File: src/rtl/mdio_bridge_pkg.sv
package mdio_bridge_pkg;
  localparam logic [4:0] PAGE_PHY  = 5'h18;
  localparam logic [1:0] DATA_HIGH = 2'b10;

  typedef struct packed {
    logic pageWr;
    logic lowWr;
    logic highWr;
    logic lowRd;
    logic highRd;
    logic pageRd;
    logic zeroRd;
    logic badRd;
  } bridgeStb_t;
endpackage

File: src/rtl/mdio_bridge_ctrl.sv
module mdio_bridge_ctrl
  import mdio_bridge_pkg::*;
(
  input  logic [4:0] phyAddr,
  input  logic [4:0] regNum,
  input  logic       wrStb,
  input  logic       rdStb,
  output bridgeStb_t stb
);
  logic isData;
  logic isPage;
  logic isPageReg;
  logic isHigh;

  always_comb begin
    isData    = (phyAddr[4:3] == DATA_HIGH);
    isPage    = (phyAddr == PAGE_PHY);
    isPageReg = isPage && (regNum == 5'd0);
    isHigh    = regNum[0];

    stb.pageWr = wrStb && isPageReg;
    stb.lowWr  = wrStb && isData && !isHigh;
    stb.highWr = wrStb && isData && isHigh;
    stb.lowRd  = rdStb && isData && !isHigh;
    stb.highRd = rdStb && isData && isHigh;
    stb.pageRd = rdStb && isPageReg;
    stb.zeroRd = rdStb && isPage && !isPageReg;
    stb.badRd  = rdStb && !isData && !isPage;
  end
endmodule

File: src/rtl/mdio_bridge_dpath.sv
module mdio_bridge_dpath
  import mdio_bridge_pkg::*;
#(
  parameter int PAGE_W = 10,
  parameter int HALF_W = 16,
  localparam int ADDR_W = PAGE_W + 9,
  localparam int WORD_W = 2 * HALF_W
) (
  input  logic              clk,
  input  logic              rstN,
  input  bridgeStb_t        stb,
  input  logic [2:0]        phyLow,
  input  logic [4:0]        regNum,
  input  logic [HALF_W-1:0] wrData,
  input  logic [WORD_W-1:0] regRdata,
  output logic [HALF_W-1:0] rdData,
  output logic [ADDR_W-1:0] regAddr,
  output logic              regWe,
  output logic              regRe,
  output logic [WORD_W-1:0] regWdata
);
  logic [PAGE_W-1:0] page;
  logic              pending;
  logic [ADDR_W-1:0] stagedAddr;
  logic [HALF_W-1:0] stagedLo;
  logic [HALF_W-1:0] hiLatch;
  logic [ADDR_W-1:0] wordAddr;
  logic              stageMatch;

  always_comb begin
    wordAddr   = {page, phyLow, regNum[4:1], 2'b00};
    stageMatch = pending && (stagedAddr == wordAddr);
    regAddr    = wordAddr;
    regWe      = stb.highWr && stageMatch;
    regRe      = stb.lowRd;
    regWdata   = {wrData, stagedLo};
  end

  always_ff @(posedge clk) begin
    if (!rstN) begin
      page       <= '0;
      pending    <= 1'b0;
      stagedAddr <= '0;
      stagedLo   <= '0;
      hiLatch    <= '0;
      rdData     <= '0;
    end else begin
      if (stb.pageWr) page <= wrData[PAGE_W-1:0];
      if (stb.lowWr) begin
        pending    <= 1'b1;
        stagedAddr <= wordAddr;
        stagedLo   <= wrData;
      end else if (regWe) begin
        pending <= 1'b0;
      end
      if (stb.lowRd) begin
        rdData  <= regRdata[HALF_W-1:0];
        hiLatch <= regRdata[WORD_W-1:HALF_W];
      end else if (stb.highRd) begin
        rdData <= hiLatch;
      end else if (stb.pageRd) begin
        rdData <= {{(HALF_W-PAGE_W){1'b0}}, page};
      end else if (stb.zeroRd) begin
        rdData <= '0;
      end else if (stb.badRd) begin
        rdData <= '1;
      end
    end
  end
endmodule

File: src/rtl/mdio_page_bridge.sv
module mdio_page_bridge
  import mdio_bridge_pkg::*;
#(
  parameter int PAGE_W = 10,
  localparam int ADDR_W = PAGE_W + 9
) (
  input  logic              clk,
  input  logic              rstN,
  input  logic [4:0]        phyAddr,
  input  logic [4:0]        regNum,
  input  logic              wrStb,
  input  logic [15:0]       wrData,
  input  logic              rdStb,
  output logic [15:0]       rdData,
  output logic [ADDR_W-1:0] regAddr,
  output logic              regWe,
  output logic              regRe,
  output logic [31:0]       regWdata,
  input  logic [31:0]       regRdata
);
  bridgeStb_t stb;

  mdio_bridge_ctrl u_ctrl (
    .phyAddr(phyAddr),
    .regNum (regNum),
    .wrStb  (wrStb),
    .rdStb  (rdStb),
    .stb    (stb)
  );

  mdio_bridge_dpath #(.PAGE_W(PAGE_W), .HALF_W(16)) u_dpath (
    .clk     (clk),
    .rstN    (rstN),
    .stb     (stb),
    .phyLow  (phyAddr[2:0]),
    .regNum  (regNum),
    .wrData  (wrData),
    .regRdata(regRdata),
    .rdData  (rdData),
    .regAddr (regAddr),
    .regWe   (regWe),
    .regRe   (regRe),
    .regWdata(regWdata)
  );
endmodule

File: config.mk
export PLATFORM = sky130hd
export DESIGN_NAME = mdio_page_bridge
export DESIGN_NICKNAME = d
export VERILOG_FILES = /design/src/rtl/mdio_bridge_pkg.sv /design/src/rtl/mdio_bridge_ctrl.sv /design/src/rtl/mdio_bridge_dpath.sv /design/src/rtl/mdio_page_bridge.sv
export SDC_FILE = /design/constraint.sdc
export NUM_CORES = 1
export LEC_CHECK = 0
export ABC_AREA = 1
export BUFFER_PORTS_ARGS = -buffer_cell sky130_fd_sc_hd__buf_4
export CORE_MARGIN = 2
export CORE_UTILIZATION = 40
export CTS_CLUSTER_DIAMETER = 40
export DETAILED_ROUTE_END_ITERATION = 7
export PLACE_DENSITY = 0.67
export RECOVER_POWER = 50
export SLEW_MARGIN = 20
export SYNTH_ARGS = -nofsm -noshare
export SYNTH_HDL_FRONTEND = slang
export SYNTH_SLANG_ARGS = --single-unit
File: constraint.sdc
create_clock -name clk -period 1.35 [get_ports clk]
set_input_delay 0.0675 -clock clk [delete_from_list [all_inputs] [get_ports clk]]
set_output_delay 0.0675 -clock clk [all_outputs]
set_load 0.05 [all_outputs]
* Word-level counts from Yosys, hierarchy flattened
Index checks and enable logic that the tools add are counted. Widths: inputs -> output; s select.
Storage, ports and cells: register bits after elaboration 76, latch bits 0, RAM bits 0, memory bits (read-only) 0, input bits 62, output and inout port bits 69, word-level logic and storage cells 38, memories kept 0
Operators by class: $add $sub $neg 0, multipliers 0, div/mod/pow operators 0, $lt $le $gt $ge 0, equality and inequality tests 3, shift-type cells 0, multiplexer cells 7, bitwise operators 0, reduce and logical (&&, ||, !) cells 22
Operator list (count):
- $mux 16 | 5
- $eq 17x17->1 | 1
- $logic_and 1x1->1 | 15
- $eq 5x5->1 const B | 1
- $logic_not 5->1 | 1
- $reduce_bool 5->1 | 1
- $logic_not 1->1 | 4
- $eq 2x2->1 const B | 1
- $mux 1 | 2
- $reduce_bool 2->1 | 1

* Logic depth before layout (Yosys ltp)
depth after elaboration 9, depth in mapped cells 9, depth with buffers taken out 9

* By module
From an unflattened synthesis, not the netlist that was laid out.
Unflattened totals: cells, all modules 518, area total of the unflattened synthesis 3580.9 µm²
By module, submodules not included:
- mdio_bridge_dpath | instances 1, cells an instance 492, area an instance 3463.3 µm²
- mdio_bridge_ctrl | instances 1, cells an instance 26, area an instance 117.6 µm²

* Worst setup path after synthesis
Ideal clock, no wire load.
path type reg2out, start register u_dpath.page[8], end output regWe, data arrival time 1.870 ns, data required time 1.283 ns, setup slack -0.588 ns, cell stages (with the launch flop) 7, path through dfxtp_1 -> inv_1 -> nand2_1 -> nand4_1 -> nor3b_1 -> nand4_1 -> nor2_1
Between the ends: longest elaborated chain between the ends 3
Ends and longest elaborated chain:
- from (decl) | RTL line mdio_bridge_dpath.sv:22 | logic [PAGE_W-1:0] page;
- from (signal assigned) | RTL line mdio_bridge_dpath.sv:48 | if (stb.pageWr) page <= wrData[PAGE_W-1:0];
- $eq 17x17->1 | RTL line mdio_bridge_dpath.sv:32 | stageMatch = pending && (stagedAddr == wordAddr);
- $logic_and 1x1->1 | RTL line mdio_bridge_dpath.sv:32
- $logic_and 1x1->1 | RTL line mdio_bridge_dpath.sv:34 | regWe = stb.highWr && stageMatch;
- to (decl) | RTL line mdio_page_bridge.sv:16 | output logic regWe,
No other way between the ends.

* Worst setup path in the final report
start register u_dpath.page[2], end output regWe
Same word-level chain as after synthesis.

==> results.yml <==
outcome:
  status: "finished, violations left"
  violations: "setup timing"
setup_path:
  crit_buf_inv: 2
  crit_type: "flop to primary output"
  reg2regPathDepth: 10
  cpMostUsedCell: "nand4_1"
  slowest_stage: "dfxtp_4"
  path_cells: "inv_2, nand2_2, nand4_1, nor3_2, nand4_1, nor2_4, buf_6"
  crit_arrival_ns: 1.65
  start_kind: "flop"
  path_depth: 7
  critPathCaptureType: "primary output"
  critPathMaxStageDelay_ns: 0.36
  crit_fanout: 3
  path_delay_family: "simple AND/OR/NAND/NOR gates"
  crit_required_ns: 1.28
clocking:
  clkSinkCount: 76
  cts.htree.levels: 3
  root_buffer: "clkbuf_8"
  clk_pin_slew_ns: 0.08
  cts_tree: "built"
  clk_latency_ns: 0.35
  cts_buffers: 9
  cts_buffer_depth: 2
yosys:
  yosysUniqueCellTypes: 34
  synth_ff_type: "dfxtp_1"
  ys_async_sr_fraction_pct: 0
  syn_area_per_cell_um2: 7.18
  ys_seq_area_share_pct: 42.5
  yosysTopAreaCell: "dfxtp_1"
  synth-edff-count: 0
  synth_cells: 499
  synth.top_cell.area_share_pct: 42.5
  ys_ff_latch: 76
  synth_area_um2: 3580
  yosysWarningCount: 0
  post-synth-top-count-cell: "nand2_1"
  synth.cells.most_frequent: "nand2_1, dfxtp_1, nor2_1, o21ai_0, a21oi_1"
  synth_area_leaders: "dfxtp_1, nand2_1, o21ai_0"
floorplanning:
  core_um2: 8720
  design.die.area_um2: 9730
  fp-row-count: 34
  boundaryPins: 131
  start_util_pct: 41.1
  fp.dieH_um: 98.7
  die_w_um: 98.7
routing:
  first_pass_iters: 4
  drt_wl_total_um: 10300
  avgRoutedWirePerCell_um: 13.6
  drt-met1-wl_um: 4510
  maxUsedRoutingLayer: "met4"
  wl_met3_um: 669
  drc: 0
  drt_iter0_drc: 222
  num_vias: 3707
  wl_met2_um: 4890
  final_antenna_net_count: 0
  via_per_inst: 4.90
final_layout:
  drive_above_1_share_pct: 30.0
  fillers: 811
  finalNonFillerCells: 757
  seqCellArea_um2: 1560
  nets: 706
  multi_input_area_um2: 1560
  area_delta_synth_final_pct: 40.5
  stdcell_area_um2: 5040
  antennaDiodeCount: 0
global_routing:
  grt_max_degree: 39
  grt_pass1_vias: 3564
  grt_antenna_before_repair: 0
  grt_pass1_wl_um: 16900
  grt_util_all_layers_pct: 21.4
  grt_overflow: 0
placement:
  hpwlAfterDp_um: 7170
  placed_cells: 703
  portBuffers: 128
  postPlaceCellArea_um2: 4510
  gp_congestion: 0.949
  dp_worst_setup_slack_ns: -0.0236
timing:
  skew_ns: 0.00882
  timing.slew.headroom_pct: 60.4
  setup_ws_ns: -0.370
  max_freq_mhz: 581
  fin_hold_ws_ns: 0.0128
  tightest_slew_ns: 0.593
  rsz0062_at_grt: "true"
  finalSetupViolations: 2
  maxSlewViolCount: 0
  report.final.hold_viol_count: 0
  finalCritPeriodShare_pct: 127
  fin_crit_ns: 1.72
pwr:
  powerDensity_nw_per_um2: 1020
  peakVddDrop_uv: 487
  p_leak_nw: 2.27
flow_run:
  drv_cap: 0
min_path:
  hold_class: "primary input to flop"
  holdPathStages: 3
registers in the layout, summed over array words and instances (netlist names):
signal	flops
u_dpath.stagedAddr	17
u_dpath.hiLatch	16
u_dpath.rdData	16
u_dpath.stagedLo	16
u_dpath.page	10
u_dpath.pending	1
metrics by stage:
stage / total power [mW] / setup TNS [ns] / utilization, %
floorplan: 3.06 / 0 / -
global placement: 3.38 / 0 / 51.7
detailed placement: 3.39 / -0.0236 / 51.7
CTS: 5.20 / -0.314 / 58.5
global route: 5.37 / -0.826 / 57.7
finish: 5.15 / -0.454 / 57.7
layer usage:
layer / GRT usage, % / vias to the layer above
li1: - / 1879
met1: 27.6 / 1678
met2: 35.1 / 133
met3: 4.40 / 17
met4: 9.06 / 0
met5: 0 / -
worst reg2reg max path, stage by stage, from the launching register on:
cell and delay (ns):
dfxtp_4 0.36, inv_2 0.04, nand2_2 0.05, buf_4 0.10
nand2_1 0.04, nor2_1 0.08, nand2_1 0.05, nor2_1 0.10
nand3_1 0.09, nand2_1 0.08, a21oi_1 0.06
where the power goes:
part           internal (mW)  switching [mW]  leakage [nW]
clock network          0.892           0.859        0.0989
registers               2.32          0.0488         0.630
logic                  0.390           0.644          1.54
placed cells by master, fill, tap and decap left out, drive strengths merged:
master	Yosys	routed
nand4	6	6
conb	1	2
buf	39	125
inv	49	49
clkinvlp	0	2
o21ai	75	75
o22ai	2	2
a31oi	10	10
dfxtp	76	76
clkinv	0	2
nor3b	1	1
dlygate4sd3	0	35
nand3	10	10
xnor2	2	2
nor2	74	74
clkbuf	8	32
nor4	1	1
a21oi	45	45
nand2	94	94
or2	2	2
o211ai	1	1
nor3	3	3
repair_timing:
item | 4_1_cts | 5_1_grt
gates resized for setup | 11 | 10
setup endpoints to repair | 1 | 1
hold buffers | 35 | 0
cloned | 0 | 0
pin swaps | 7 | 7
setup buffers | 1 | 2
hold endpoints to repair | 37 | 0
layout make-up:
type / instances / share of cell area [%]
multi-input cells: 328 / 30.9
flip-flops and latches: 76 / 30.9
repair buffers: 180 / 27.6
inverters: 49 / 3.80
clock buffers: 12 / 3.53
well taps: 108 / 2.68
clock inverters: 4 / 0.571
final timing paths:
path	start	endpoint	slack (ns)
worst max register to register	u_dpath.page[0]	u_dpath.pending	0.17
worst min-delay path	regRdata[22]	u_dpath.hiLatch[6]	0.01
worst max-delay path	u_dpath.page[2]	regWe	-0.37
worst min register to register	u_dpath.hiLatch[2]	u_dpath.hiLatch[2]	0.46
cell families after synthesis:
family	after synthesis	synth area share, %
xor+xnor	2	0.489
compound gates	133	19.5
flops	76	42.5
simple gates	191	23.0
other cells	1	0.105
buf+inv	96	14.5
Note: power is estimated with default switching activity, not from simulation.
